--- src/rtl/prio_enc64.sv ---
module prio_slice8 (
  input  logic [7:0] req,
  input  logic       en_in,
  output logic [2:0] idx,
  output logic       grp,
  output logic       en_out
);
  logic [7:0] term;

  for (genvar i = 0; i < 8; i++) begin : g_term
    assign term[i] = en_in & req[i] & ~(|(req >> (i + 1)));
  end

  assign idx[2] = term[4] | term[5] | term[6] | term[7];
  assign idx[1] = term[2] | term[3] | term[6] | term[7];
  assign idx[0] = term[1] | term[3] | term[5] | term[7];
  assign grp    = en_in & (|req);
  assign en_out = en_in & ~(|req);

  always_comb begin
    assert_term_onehot_R2: assert ($onehot0(term))
      else $error("slice terms not one-hot");
    assert_quiet_slice_R9: assert ((en_in && (|req)) || (idx == 3'd0 && !grp))
      else $error("inactive slice drives index or group");
    assert_enable_pass_R4: assert (!(grp && en_out))
      else $error("slice both active and passing enable");
  end
endmodule

module prio_enc64 (
  input  logic [63:0] req,
  input  logic        en,
  output logic [5:0]  index,
  output logic        valid,
  output logic        idle
);
  logic [8:0] chain;
  logic [7:0] grp;
  logic [2:0] sidx [8];
  logic [2:0] low;
  logic [2:0] high;
  logic       top_eo;

  assign chain[8] = en;

  for (genvar k = 0; k < 8; k++) begin : g_slice
    prio_slice8 u_slice (
      .req   (req[8*k +: 8]),
      .en_in (chain[k+1]),
      .idx   (sidx[k]),
      .grp   (grp[k]),
      .en_out(chain[k])
    );
  end

  prio_slice8 u_group (
    .req   (grp),
    .en_in (en),
    .idx   (high),
    .grp   (valid),
    .en_out(top_eo)
  );

  always_comb begin
    low = 3'd0;
    for (int k = 0; k < 8; k++) low = low | sidx[k];
  end

  assign index = {high, low};
  assign idle  = ~en | chain[0];

  always_comb begin
    assert_idle_valid_R7: assert (idle != valid)
      else $error("idle and valid disagree");
    assert_idle_zero_R7: assert (!idle || index == 6'd0)
      else $error("nonzero index while idle");
    assert_disabled_R8: assert (en || (!valid && index == 6'd0))
      else $error("output while disabled");
    assert_winner_set_R1: assert (!valid || (req[index] && ((req >> index) >> 1) == 64'd0))
      else $error("index is not highest set bit");
    assert_chain_end_R4: assert (top_eo == chain[0])
      else $error("group enable disagrees with chain end");
  end
endmodule

--- config.mk ---
export PLATFORM = sky130hd
export DESIGN_NAME = prio_enc64
export DESIGN_NICKNAME = d
export VERILOG_FILES = /design/src/rtl/prio_enc64.sv
export SDC_FILE = /design/constraint.sdc
export NUM_CORES = 1
export LEC_CHECK = 0
export CAP_MARGIN = 10
export CORE_MARGIN = 2
export CORE_UTILIZATION = 25
export DETAILED_ROUTE_END_ITERATION = 10
export GPL_ROUTABILITY_DRIVEN = 0
export GPL_TIMING_DRIVEN = 0
export PLACE_DENSITY = 0.77
export SLEW_MARGIN = 20
export SYNTH_ARGS = -nofsm -noshare
export SYNTH_HDL_FRONTEND = slang
export SYNTH_HIERARCHICAL = 1
export SYNTH_SLANG_ARGS = --single-unit
--- constraint.sdc ---
create_clock -name vclk -period 22.4
set_input_delay 6.72 -clock vclk [all_inputs]
set_output_delay 6.72 -clock vclk [all_outputs]
set_load 0.1 [all_outputs]
Yosys cells after proc, flatten, opt, wreduce, memory -nomap -nowiden
Cells that the tools add are included.

word-level totals
  bits in registers = 0
  bits in latches = 0
  bits in writable memories = 0
  bits in read-only memories = 0
  input port bits = 65
  output and inout bits = 8
  word-level logic and storage cells = 340
  memories = 0

operators by class
  add/sub/neg operators = 0
  multiply operators = 0
  divide/modulo/power cells = 0
  $lt $le $gt $ge = 0
  eq/ne operators = 0
  shift-type cells = 0
  multiplexer cells = 0
  bitwise operators = 286
  reductions and logical operators = 54

operators by type and width
  cell             count
  $and 1x1->1      134
  $or 1x1->1       82
  $reduce_or 8->1  9
  $not 1->1        63
  $reduce_or 6->1  9
  $reduce_or 5->1  9
  $reduce_or 4->1  9
  $reduce_or 3->1  9
  $or 3x3->3       7
  $reduce_or 2->1  9

Longest topological paths before layout
  depth in word-level cells = 21
  depth in mapped cells = 20
  depth with buffers taken out = 20

Hierarchy
Netlist, hierarchy kept.

modules (own cells, without submodules)
  module       instances  cells each  area each (µm²)
  prio_slice8  9          16          88.8
  prio_enc64   1          10          55.1

Worst setup path after synthesis
No wires, ideal clock.

  path kind = input-to-output
  start = input req[60]
  end = output valid
  arrival = 10.918 ns
  setup slack = 4.762 ns
  cell stages on the path = 19
  buffers on the path = 0
  cells stage by stage = nor4_1 -> nand3_1 -> nor2_1 -> inv_2 -> nor2_1 -> inv_2 -> nor2_1 -> inv_2 -> nor2_1 -> inv_2 -> nor2_1 -> inv_2 -> nor2_1 -> inv_2 -> nor2_1 -> inv_2 -> a31oi_1 -> nor2_1 -> a31oi_1

on the way
  cells in the longest elaborated chain, start to end = 12
  elaborated cells between the ends (all ways) = 19
  those cells by class = 17 x bitwise; 2 x reduce/logical

ends and longest elaborated chain
  element             RTL line  text
  start: declaration  31        input logic [63:0] req,
  $reduce_or 8->1     18        assign en_out = en_in & ~(|req);
  $not 1->1           18
  $and 1x1->1         18
  net chain[7]        37        logic [8:0] chain;
  $and 1x1->1         18
  net chain[6]        37
  $and 1x1->1         18
  net chain[5]        37
  [1 not listed]      n/a
  net chain[4]        37
  [1 not listed]      n/a
  net chain[3]        37
  $and 1x1->1         18
  net chain[2]        37
  $and 1x1->1         18
  net chain[1]        37
  $and 1x1->1         17        assign grp = en_in & (|req);
  net grp[0]          38        logic [7:0] grp;
  $reduce_or 8->1     n/a
  $and 1x1->1         17
  end: declaration    34        output logic valid,

The timed path passes the listed nets, and every way through them passes these cells.

==> flow_summary.yaml <==
global_route:
  grt_pass1_vias: 1232
  grt_max_degree: 10
  remaining_global_route_overflow: 0
  first_pass_grt_wire_length_um: 5090
  grt_antenna_before_repair: 0
  grt_util_all_layers_pct: 15.2
yosys:
  synth.net_count: 217
  synth_cells: 152
  synth_area_per_cell_sq_um: 5.56
  ys_warn_count: 6
  mappedNetlistArea_sq_um: 846
setup_path:
  crit_path_start: "req[63]"
  crit_path_buffers_inverters: 9
  start_kind: "input port"
  critical_path_class: "in -> out"
  crit_cells: 22
  timing.critical_path.to_type: "output port"
  timing.critical_path.cells: "clkdlybuf4s50_1, nor4_1, nand3_1, nor2_1, inv_2, nor2_1, inv_2, nor2_1, inv_2, nor2_1, inv_2, nor2_1, inv_2, nor2_1, inv_2, nor2_1, inv_2, or3_1, o221ai_2, nor4_1, nand2_1, clkdlybuf4s50_1"
  critical_path_arrival_ns: 12.04
  crit_path_max_fanout: 4
  critical_path.endpoint: "index[0]"
  max_stage_delay_ns: 1.13
  cp.required_ns: 15.68
  cpMaxStageDelayCell: "sky130_fd_sc_hd__clkdlybuf4s50_1"
  worst_path_dominant_cell_family: "simple AND/OR/NAND/NOR gates"
floorplanning:
  floorplan.die.width_um: 62.2
  floorplan.initialDensity_pct: 25.8
  core_area_sq_mm: 0.00328
  die_height_um: 62.2
  die-area_sq_mm: 0.00386
  core.rowCount: 21
  top_level_ports: 73
power:
  switching_share_of_power_pct: 51.3
  power_switching_w: 0.0000142
  power_density_mw_per_mm2: 16.9
  p_clk_share_pct: 0
  power_frac_seq_pct: 0
  cell_internal_power_w: 0.0000135
  comb_power_share_pct: 100.0
  peakVddDrop_mv: 0.0137
  leakagePower_nw: 0.548
timing:
  slew_viol_final: 0
  finalWorstSetupSlack_ns: 3.64
  grt_setup_unrepaired: "no"
  setup_violations: 0
  slew_of_the_pin_with_the_lowest_slew_margin_ns: 1.00
  period_share_pct: 83.8
  final-hold-violation-count: 0
  post-route-min-period_ns: 18.76
  max_clock_freq_mhz: 53.3
  max-slew-margin-rel_pct: 33.0
  final.setup.tns_ns: 0
drt:
  drt-total-wl_um: 3120
  final_antenna_net_count: 0
  first_iter_violations: 60
  route.detailed.drc: 0
  vias: 1361
  first_pass_iters: 4
  via_per_inst: 5.02
  detail_routed_net_length_per_standard_cell_um: 11.5
place:
  dp.final_hpwl_um: 2800
  preCtsSetupSlack_ns: 3.67
  port_buffers: 73
layout:
  final_cell_mix: "sky130_fd_sc_hd__clkdlybuf4s50_1 (73), sky130_fd_sc_hd__nor2_1 (35), sky130_fd_sc_hd__nand2_1 (21)"
  layout.area.seq_sq_um: 0
  layout_commonest_cell: "sky130_fd_sc_hd__clkdlybuf4s50_1"
  fillerInstances: 337
  clkbuf_count: 0
  nets: 292
  layout-drive-gt1-share_pct: 12.0
  areaGrowthSynthToFinish_pct: 93.2
  sequential_cell_total: 0
  antennaDiodeCount: 0
outcome:
  outcome: "complete, no violations"
clock_network:
  cts-resized-gates: 0
  post_cts_buffers: 0
  ctsHoldBuffers: 0
worst_hold_path:
  holdCritPathClass: "in -> out"
flow_run:
  timing.max_cap.violations: 0
-- per-stage QoR --
stage	cells	hold WS, ns	instance area [sq um]	utilization (%)	power [W]
6_report	271	15.16	1630	49.8	0.0000276
3_5_place_dp	271	15.16	1630	49.8	0.0000276
2_1_floorplan	152	13.71	846	-	0.0000111
5_1_grt	271	15.23	1630	49.8	0.0000294
3_3_place_gp	271	15.14	1630	49.8	0.0000273
4_1_cts	271	15.17	1630	49.8	0.0000277
-- final cells by class --
class / instances / area, sq um / area share [%]
Tap cell: 46 / 57.6 / 3.52
Timing Repair Buffer: 73 / 731 / 44.7
Multi-Input combinational cell: 134 / 778 / 47.6
Inverter: 18 / 67.6 / 4.13
-- power by group through the flow --
stage | combinational (W) | sequential [W] | clock, W
floorplan | 0.0000111 | 0 | 0
global placement | 0.0000273 | 0 | 0
detailed placement | 0.0000276 | 0 | 0
CTS | 0.0000277 | 0 | 0
global route | 0.0000294 | 0 | 0
finish | 0.0000276 | 0 | 0
-- routing by layer --
metal | track usage [%] | wire length (um) | up-vias
met5 | 0 | 0 | -
met4 | 2.22 | 31 | 0
met3 | 3.44 | 261 | 4
met2 | 27.2 | 1420 | 58
met1 | 19.0 | 1400 | 578
li1 | - | - | 721
-- worst min path at each step --
stage,startpoint,endpoint,cells after the start
6_report,req[0],idle,6
5_1_grt,en,index[5],4
4_1_cts,en,valid,4
3_5_place_dp,req[0],idle,6
3_3_place_gp,req[0],idle,6
2_1_floorplan,en,index[4],1
(Power assumes the default switching activity.)
